File: config.mk
export PLATFORM = sky130hd
export DESIGN_NAME = grp_irq_arbiter
export DESIGN_NICKNAME = d
export VERILOG_FILES = /design/src/rtl/irq_arb_pkg.sv /design/src/rtl/irq_prio_regs.sv /design/src/rtl/irq_pend_tracker.sv /design/src/rtl/irq_arb_select.sv /design/src/rtl/irq_active_stack.sv /design/src/rtl/grp_irq_arbiter.sv
export SDC_FILE = /design/constraint.sdc
export NUM_CORES = 1
export LEC_CHECK = 0
export ABC_CLOCK_PERIOD_IN_PS = 30300
export BUFFER_PORTS_ARGS = -buffer_cell sky130_fd_sc_hd__buf_2
export CAP_MARGIN = 20
export CORE_UTILIZATION = 45
export DETAILED_ROUTE_END_ITERATION = 7
export GPL_TIMING_DRIVEN = 0
export PLACE_DENSITY = 0.7
export SLEW_MARGIN = 25
export SYNTH_ARGS = -nofsm -noshare
export SYNTH_HDL_FRONTEND = slang
export SYNTH_SLANG_ARGS = --single-unit
File: constraint.sdc
create_clock -name clk -period 30.3 [get_ports clk]
set_input_delay 1.515 -clock clk [delete_from_list [all_inputs] [get_ports clk]]
set_output_delay 1.515 -clock clk [all_outputs]
set_load 0.05 [all_outputs]
File: src/rtl/irq_arb_pkg.sv
package irq_arb_pkg;
  localparam int IRQ_LINES  = 8;
  localparam int PRIO_BITS  = 3;
  localparam int GRP_BITS   = 2;
  localparam int NEST_DEPTH = 8;
  localparam int ID_BITS    = $clog2(IRQ_LINES);
  localparam int ADDR_BITS  = $clog2(IRQ_LINES + 1);

  typedef logic [PRIO_BITS-1:0] prio_t;
  typedef logic [ID_BITS-1:0]   line_id_t;

  // upper g bits of a priority; g above the priority width is clamped
  function automatic prio_t group_of(input prio_t p, input logic [GRP_BITS-1:0] g);
    int keep;
    keep = (int'(g) > PRIO_BITS) ? PRIO_BITS : int'(g);
    return p >> (PRIO_BITS - keep);
  endfunction

  // true when (pa, ia) should be served before (pb, ib)
  function automatic logic outranks(input prio_t pa, input line_id_t ia,
                                    input prio_t pb, input line_id_t ib);
    return (pa < pb) || ((pa == pb) && (ia < ib));
  endfunction
endpackage

File: src/rtl/irq_prio_regs.sv
module irq_prio_regs
  import irq_arb_pkg::*;
#(
  parameter int N = IRQ_LINES
) (
  input  logic                     clk,
  input  logic                     rst_n,
  input  logic                     wr_en,
  input  logic [ADDR_BITS-1:0]     wr_addr,
  input  logic [7:0]               wr_data,
  output logic [N-1:0][PRIO_BITS-1:0] prio,
  output logic [GRP_BITS-1:0]      grouping
);
  for (genvar i = 0; i < N; i++) begin : g_line
    always_ff @(posedge clk) begin
      if (!rst_n)
        prio[i] <= '0;
      else if (wr_en && (wr_addr == ADDR_BITS'(i)))
        prio[i] <= wr_data[PRIO_BITS-1:0];
    end
  end

  always_ff @(posedge clk) begin
    if (!rst_n)
      grouping <= '0;
    else if (wr_en && (wr_addr == ADDR_BITS'(N)))
      grouping <= wr_data[GRP_BITS-1:0];
  end
endmodule

File: src/rtl/irq_pend_tracker.sv
module irq_pend_tracker
  import irq_arb_pkg::*;
#(
  parameter int N = IRQ_LINES
) (
  input  logic           clk,
  input  logic           rst_n,
  input  logic [N-1:0]   req,
  input  logic           clr_valid,
  input  line_id_t       clr_id,
  output logic [N-1:0]   pend
);
  logic [N-1:0] req_q;
  logic [N-1:0] rise;
  logic [N-1:0] clr_mask;

  assign rise = req & ~req_q;

  always_comb begin
    clr_mask = '0;
    if (clr_valid) clr_mask[clr_id] = 1'b1;
  end

  always_ff @(posedge clk) begin
    if (!rst_n) begin
      req_q <= '0;
      pend  <= '0;
    end else begin
      req_q <= req;
      pend  <= (pend & ~clr_mask) | rise;
    end
  end
endmodule

File: src/rtl/irq_arb_select.sv
module irq_arb_select
  import irq_arb_pkg::*;
#(
  parameter int N = IRQ_LINES
) (
  input  logic [N-1:0]                pend,
  input  logic [N-1:0][PRIO_BITS-1:0] prio,
  output logic                        best_valid,
  output line_id_t                    best_id,
  output prio_t                       best_prio
);
  always_comb begin
    best_valid = 1'b0;
    best_id    = '0;
    best_prio  = '1;
    for (int i = 0; i < N; i++) begin
      if (pend[i] && (!best_valid || outranks(prio[i], ID_BITS'(i), best_prio, best_id))) begin
        best_valid = 1'b1;
        best_id    = ID_BITS'(i);
        best_prio  = prio[i];
      end
    end
  end
endmodule

File: src/rtl/irq_active_stack.sv
module irq_active_stack
  import irq_arb_pkg::*;
#(
  parameter int D = NEST_DEPTH,
  localparam int SW = $clog2(D),
  localparam int DW = $clog2(D + 1)
) (
  input  logic          clk,
  input  logic          rst_n,
  input  logic          push,
  input  prio_t         push_prio,
  input  line_id_t      push_id,
  input  logic          pop,
  output logic          top_valid,
  output prio_t         top_prio,
  output line_id_t      top_id,
  output logic          full,
  output logic [DW-1:0] depth
);
  prio_t    prio_mem [D];
  line_id_t id_mem   [D];
  logic [SW-1:0] top_idx;

  assign top_idx   = SW'(depth - DW'(1));
  assign top_valid = (depth != '0);
  assign full      = (depth == DW'(D));
  assign top_prio  = top_valid ? prio_mem[top_idx] : '0;
  assign top_id    = top_valid ? id_mem[top_idx]   : '0;

  always_ff @(posedge clk) begin
    if (!rst_n) begin
      depth <= '0;
    end else if (pop && top_valid) begin
      depth <= depth - DW'(1);
    end else if (push && !full) begin
      prio_mem[SW'(depth)] <= push_prio;
      id_mem[SW'(depth)]   <= push_id;
      depth <= depth + DW'(1);
    end
  end
endmodule

File: src/rtl/grp_irq_arbiter.sv
module grp_irq_arbiter
  import irq_arb_pkg::*;
(
  input  logic                  clk,
  input  logic                  rst_n,
  input  logic [IRQ_LINES-1:0]  irq_req,
  input  logic                  wr_en,
  input  logic [ADDR_BITS-1:0]  wr_addr,
  input  logic [7:0]            wr_data,
  input  logic                  entry_ack,
  input  logic                  exit_req,
  output logic                  take_valid,
  output logic [ID_BITS-1:0]    take_id,
  output logic [PRIO_BITS-1:0]  take_prio,
  output logic                  pend_valid,
  output logic [ID_BITS-1:0]    pend_id,
  output logic                  run_active,
  output logic [ID_BITS-1:0]    run_id,
  output logic [PRIO_BITS-1:0]  run_prio
);
  localparam int DW = $clog2(NEST_DEPTH + 1);

  logic [IRQ_LINES-1:0][PRIO_BITS-1:0] prio;
  logic [GRP_BITS-1:0] grouping;
  logic [IRQ_LINES-1:0] pend;
  logic     best_valid;
  line_id_t best_id;
  prio_t    best_prio;
  logic     top_valid, stack_full;
  prio_t    top_prio;
  line_id_t top_id;
  logic [DW-1:0] depth;

  // named events for the checker
  logic may_preempt;
  logic enter_fire;
  logic pop_fire;

  irq_prio_regs #(.N(IRQ_LINES)) u_regs (
    .clk(clk), .rst_n(rst_n), .wr_en(wr_en), .wr_addr(wr_addr),
    .wr_data(wr_data), .prio(prio), .grouping(grouping)
  );

  irq_pend_tracker #(.N(IRQ_LINES)) u_pend (
    .clk(clk), .rst_n(rst_n), .req(irq_req),
    .clr_valid(enter_fire), .clr_id(best_id), .pend(pend)
  );

  irq_arb_select #(.N(IRQ_LINES)) u_sel (
    .pend(pend), .prio(prio),
    .best_valid(best_valid), .best_id(best_id), .best_prio(best_prio)
  );

  irq_active_stack #(.D(NEST_DEPTH)) u_stack (
    .clk(clk), .rst_n(rst_n),
    .push(enter_fire), .push_prio(best_prio), .push_id(best_id),
    .pop(pop_fire),
    .top_valid(top_valid), .top_prio(top_prio), .top_id(top_id),
    .full(stack_full), .depth(depth)
  );

  assign may_preempt = best_valid && !stack_full &&
                       (!top_valid || (group_of(best_prio, grouping) < group_of(top_prio, grouping)));
  assign enter_fire  = entry_ack && may_preempt && !exit_req;
  assign pop_fire    = exit_req && top_valid;

  assign take_valid = may_preempt;
  assign take_id    = best_id;
  assign take_prio  = best_prio;
  assign pend_valid = best_valid;
  assign pend_id    = best_id;
  assign run_active = top_valid;
  assign run_id     = top_id;
  assign run_prio   = top_prio;
endmodule

==> results.cfg, run 1 <==
[die]
start_util_pct = 46.6
die_h_um = 109
rows = 38
floorplan.die_area_um2 = 11800
io-pin-count = 43
die-width_um = 109
fp.coreArea_um2 = 11000

[sta]
period_needed_ps = 12500
fmax_mhz = 80.0
hold_ws_ps = 442
worstMarginPinSlew_ps = 1000
setup_viol = 0
drv_slew = 0
rsz0062_at_grt = false
hold_violations = 0
slew_headroom_pct = 33.1
fin_crit_sh_pct = 41.3
setup_tns_ps = 0
skew_ps = 7.54

[synthesis]
synth_top_cells_by_area = edfxtp_1, dfxtp_1, mux2i_1
ys_ff_latch = 94
synth.most_common_cell = edfxtp_1
yosysTopAreaCellShare_pct = 28.2
synth_ff_type = edfxtp_1
synth_area_leader_cell = edfxtp_1
ys_warn_count = 0
async_flop_share_pct = 0
synthCells = 491
synth.distinct_cells = 74
syn_nets = 529
synth_edf_count = 48
yosys-top-cells-count = edfxtp_1, dfxtp_1, nor2_1
ys_seq_area_share_pct = 46.1
postSynthAreaPerCell_um2 = 10.4
netlist_area_um2 = 5120

[clocking]
holdBufCountCts = 0
htreeDepth = 3
cts_tree = built
clock-sinks = 94
cts_buffer_depth = 2
cts.clk_slew.worst_paths_ps = 70
clockRootBuffer = clkbuf_16
cts_resized = 0
numCtsBuffers = 9
post-cts-setup-buffers = 0
clock_latency_ps = 350

[global_route]
antenna_found_initial = 0
grt_most_used_layer = met2
grt_overflow = 0
use_met3_pct = 4.18
grt_pass1_vias = 3755
grt_max_degree = 17
grt_use_met2_pct = 37.7
grt_pass1_wl_mm = 19.4
grt_util_all_layers_pct = 21.8
grt_use_met1_pct = 28.0

[critical_path]
ff2ff_setup_slack_ps = 18460
cp_slowest_cell = nor4_1
cp-startpoint = u_pend.pend[1]
critical-path-top-delay-family = compound AO/OA/AOI/OAI gates
cp_common_cell = ha_1
worst-endpoint-arrival_ps = 10990
reg2reg_from = u_pend.pend[1]
cp_slowest_stage_delay_ps = 530
cp.buffers_inverters = 8
end_kind = primary output
crit_type = flop to primary output
reg2reg_depth = 54
setup.worst_path.start_class = flop
reg2reg_to = u_stack.id_mem[2][1]
crit_required_ps = 28790
crit_fanout = 10

[layout]
final_nets = 575
diodes = 0
finish.utilization_pct = 53.2
regArea_um2 = 2360
nFillCells = 984
stdcell_count = 682
area_growth_pct = 14.2
drive_gt1_share_pct = 17.9
multiInputGateArea_um2 = 2570

[worst_hold_path]
hp-start = u_pend.req_q[6]
hold_depth = 1
worstHoldPathType = flop to flop
whs_endpoint = u_pend.pend[6]

[power]
pwr-share-clk_pct = 24.2
p_int_uw = 293
power-per-cell-area_nw_per_um2 = 86.5
p_leak_nw = 2.23
peakVddDrop_mv = 0.100
power_frac_comb_pct = 45.7
power_switching_uw = 213
p_seq_share_pct = 30.1
swShare_pct = 42.1

[route]
drt-pass1-iter-count = 4
routed_wl_mm = 12.1
via_count = 3939
wl_per_cell_um = 17.7
first_iter_violations = 247
via_per_inst = 5.78
ant_nets = 0
drc_errors = 0

[run]
maxCapViolCount = 0

[placed_design]
place_inst = 666
place.gp.congestion = 0.863
dp_hpwl_mm = 8.92
io_buffers = 34

[status]
status = finished clean
==> flip-flops by register name, summed over array words and instances (netlist names) <==
| signal | cells |
|---|---|
| u_pend.req_q | 8 |
| u_stack.prio_mem | 24 |
| u_regs.grouping | 2 |
| u_pend.pend | 8 |
| u_stack.depth | 4 |
| u_regs.prio | 24 |
| u_stack.id_mem | 24 |
==> cell families after synthesis <==
kind of cell,after synthesis,synth area share (%)
flip-flops,94,46.1
adder cells (fa/ha/maj),15,3.57
multiplexers,49,12.7
AO/OA/AOI/OAI,101,14.9
XOR/XNOR,1,0.171
AND/OR/NAND/NOR,176,17.9
buffers and inverters,55,4.59
==> area by class of cell <==
class,instances,area share [%]
Tap cell,140,3.00
Inverter,33,2.12
Sequential cell,94,40.4
Buffer,22,1.90
Timing Repair Buffer,35,3.00
Clock inverter,6,1.61
Multi-Input combinational cell,342,44.0
Clock buffer,10,3.92
==> per-layer routing <==
| layer | share of wire [%] | vias to the layer above |
|---|---|---|
| li1 | - | 1926 |
| met1 | 45 | 1904 |
| met2 | 50 | 97 |
| met3 | 3.9 | 12 |
| met4 | 1.0 | 0 |
| met5 | 0 | - |
==> layout by cell type, fill, tap and decap left out, drive strengths merged, types with 5 or more instances in the layout <==
cell type	n
nor3b	5
ha	13
mux2	5
nand2	34
inv	35
o21ai	19
a21oi	20
dfxtp	46
nand3	12
nor2b	10
nor3	13
mux4	12
edfxtp	48
nor2	44
buf	46
nor4	9
nand2b	11
nand3b	6
mux2i	32
clkbuf	21
a31oi	6
and2	12
o21a	5
a211oi	5
==> per-stage QoR <==
stage	power [mW]	instance area (um^2)	worst slack (ps)
2_1_floorplan	0.330	5120	19160
3_3_place_gp	0.377	5470	18410
3_5_place_dp	0.386	5510	18350
4_1_cts	0.508	5840	17910
5_1_grt	0.531	5850	16820
6_report	0.506	5850	17800
==> how the worst max path moves through the flow <==
stage	slack, ps	to	cells past startpoint
after floorplan	19160	take_valid	53
after global placement	18410	u_stack.prio_mem[6][0]	54
after detailed placement	18350	take_valid	52
after CTS	17910	take_valid	52
after global routing	16820	take_valid	52
final	17800	take_valid	52
==> power by group through the flow <==
stage | Clock, mW | Sequential [mW] | Combinational (mW)
floorplan | 0 | 0.153 | 0.176
global placement | 0 | 0.155 | 0.223
detailed placement | 0 | 0.155 | 0.230
CTS | 0.124 | 0.152 | 0.232
global route | 0.129 | 0.153 | 0.249
finish | 0.122 | 0.152 | 0.231
No activity file was read; power rests on OpenSTA's default activity.
==> inputs of run 2 (changes only) <==
Settings changed: ABC_AREA set to 1, ABC_CLOCK_PERIOD_IN_PS 30300 to 10700, PLACE_DENSITY 0.7 to 0.72.
Clock period 30.3 ns to 10.7 ns, I/O delays scaled along.
==> run 2 against run 1 <==
Sequential share of layout area increased by 2.8 points. Non-clock buffer count is 3 lower. Combinational power rose to 2.7 times the previous value. Area after synthesis is 4.9% lower. Clock power rose by 140%. Routed wire length down 4.2%. Critical path type unchanged.
==> results.cfg, run 2 <==
[status]
status = finished clean

[power]
swShare_pct = 45.5
power_switching_uw = 614
p_seq_share_pct = 31.7
power-per-cell-area_nw_per_um2 = 247
pwr-share-clk_pct = 21.4
power_frac_comb_pct = 46.9
p_int_uw = 735
p_leak_nw = 2.34
peakVddDrop_mv = 0.179

[layout]
mostFrequentLayoutCells = nand2_1, nor2_1, inv_1
area_growth_pct = 12.2
diodes = 0
drive_gt1_share_pct = 15.1
stdcell_count = 797
final_common_cell = nand2_1
final_nets = 694
largestRegisters = u_regs.prio (24), u_stack.id_mem (24), u_stack.prio_mem (24)

[synthesis]
ys_seq_area_share_pct = 48.5
synth_area_leader_cell = edfxtp_1
ys_warn_count = 0
netlist_area_um2 = 4870
yosys-top-cells-count = nand2_1, nor2_1, inv_1
synth_ff_type = edfxtp_1
synth_top_cells_by_area = edfxtp_1, dfxtp_1, nand2_1
syn_nets = 647
synthCells = 609
async_flop_share_pct = 0
synth_edf_count = 48
ys_ff_latch = 94
synth.most_common_cell = nand2_1
synth.distinct_cells = 34
yosysTopAreaCellShare_pct = 29.6
postSynthAreaPerCell_um2 = 8.00

[sta]
skew_ps = 13.0
fin_crit_sh_pct = 88.4
setup_viol = 0
drv_slew = 0
period_needed_ps = 9460
slew_headroom_pct = 33.6
hold_violations = 0
fmax_mhz = 106
worstMarginPinSlew_ps = 990
rsz0062_at_grt = false
setup_tns_ps = 0

[die]
rows = 37
start_util_pct = 46.8
die_h_um = 106
floorplan.die_area_um2 = 11200
die-width_um = 106
io-pin-count = 43
fp.coreArea_um2 = 10400

[route]
first_iter_violations = 210
wl_per_cell_um = 14.6
drt-pass1-iter-count = 5
ant_nets = 0
via_count = 4212
routed_wl_mm = 11.6
via_per_inst = 5.28
drc_errors = 0

[critical_path]
crit_required_ps = 10170
worst-endpoint-arrival_ps = 8920
cp_slowest_cell = dfxtp_1
crit_type = flop to primary output
cp_common_cell = nand2_1
cp.buffers_inverters = 6
critical-path-top-delay-family = simple AND/OR/NAND/NOR gates
cp_slowest_stage_delay_ps = 400
end_kind = primary output
setup.worst_path.start_class = flop
crit_fanout = 11

[clocking]
cts_tree = built
numCtsBuffers = 9
clock_latency_ps = 370
clockRootBuffer = clkbuf_8
cts.clk_slew.worst_paths_ps = 100
clock-sinks = 94
cts_resized = 0
htreeDepth = 3
post-cts-setup-buffers = 0
cts_buffer_depth = 2
holdBufCountCts = 0

[run]
maxCapViolCount = 0

[global_route]
grt_util_all_layers_pct = 22.1
antenna_found_initial = 0
grt_overflow = 0
grt_pass1_wl_mm = 19.4
grt_max_degree = 17
grt_pass1_vias = 4091

[placed_design]
io_buffers = 36
place.gp.congestion = 0.852
place_inst = 781
dp_hpwl_mm = 8.50

[worst_hold_path]
worstHoldPathType = input port to flop
==> run 2: cell types whose count changed after synthesis, sizes merged, moves of 9 or more <==
| cell | before | now |
|---|---|---|
| nor2 | 44 | 88 |
| a21oi | 20 | 30 |
| nand3 | 12 | 47 |
| nor2b | 10 | 0 |
| mux4 | 12 | 0 |
| inv | 33 | 84 |
| nor3 | 13 | 2 |
| nand2 | 34 | 118 |
| and2 | 12 | 2 |
| or2 | 2 | 11 |
| o21ai | 19 | 68 |
| nand2b | 11 | 0 |
| mux2i | 32 | 0 |
| nor4 | 9 | 0 |
==> run 2: power by group through the flow <==
stage	Combinational, mW	Sequential, mW	Clock [mW]
2_1_floorplan	0.476	0.434	0
3_3_place_gp	0.613	0.436	0
3_5_place_dp	0.628	0.436	0
4_1_cts	0.631	0.428	0.293
5_1_grt	0.690	0.431	0.307
6_report	0.633	0.428	0.288
==> run 2: path summary, 6_finish.rpt <==
kind                            cells past startpoint  slack [ps]              endpoint            start
worst max-delay path                               63        1240            take_valid   u_pend.pend[0]
worst min-delay path                                3         340       u_pend.req_q[2]       irq_req[2]
worst max register to register                     66        1340  u_stack.id_mem[1][0]   u_pend.pend[0]
worst min register to register                      1         440        u_pend.pend[5]  u_pend.req_q[5]
==> run 2: logic make-up (layout without fill, tap and decap cells) <==
kind of cell               count (synthesis)  count (layout)  share of synthesized area (%)
AOI/OAI and AO/OA                        119             119                           13.3
DFF                                       94              94                           48.5
and+or+nand+nor                          272             272                           25.3
xor gates and xnor gates                   5               5                          0.899
muxes                                      1               1                          0.231
adders and majority gates                 13              13                           3.34
buffers and inverters                    105             157                           8.40
==> run 2: tightest hold or removal path, cell delays in order <==
cell and delay, ps:
buf_2 70, nand2_1 40, inv_1 40
==> run 2: cell type report <==
class / instances / area [um^2]
Buffer: 18 / 82.6
Clock buffer: 10 / 128
Clock inverter: 6 / 116
Fill cell: 995 / 4950
Inverter: 87 / 327
Multi-Input combinational cell: 410 / 2100
Sequential cell: 94 / 2360
Tap cell: 136 / 170
Timing Repair Buffer: 36 / 180
==> run 2: layer usage <==
layer / vias up / routed length, um / track usage, %
met4: 0 / 240 / 7.44
met2: 138 / 5660 / 38.7
met3: 23 / 646 / 3.62
li1: 2095 / - / -
met5: - / 0 / 0
met1: 1956 / 5050 / 27.7
==> run 2: per-stage QoR <==
step	instance area, um^2	utilization [%]	hold WS [ps]	total power [mW]	worst slack, ps
floorplan	4870	-	408	0.909	2470
global placement	5220	50.1	412	1.05	1710
detailed placement	5220	50.1	437	1.06	1430
CTS	5470	52.5	336	1.35	1280
global route	5470	52.5	353	1.43	418
finish	5470	52.5	343	1.35	1240
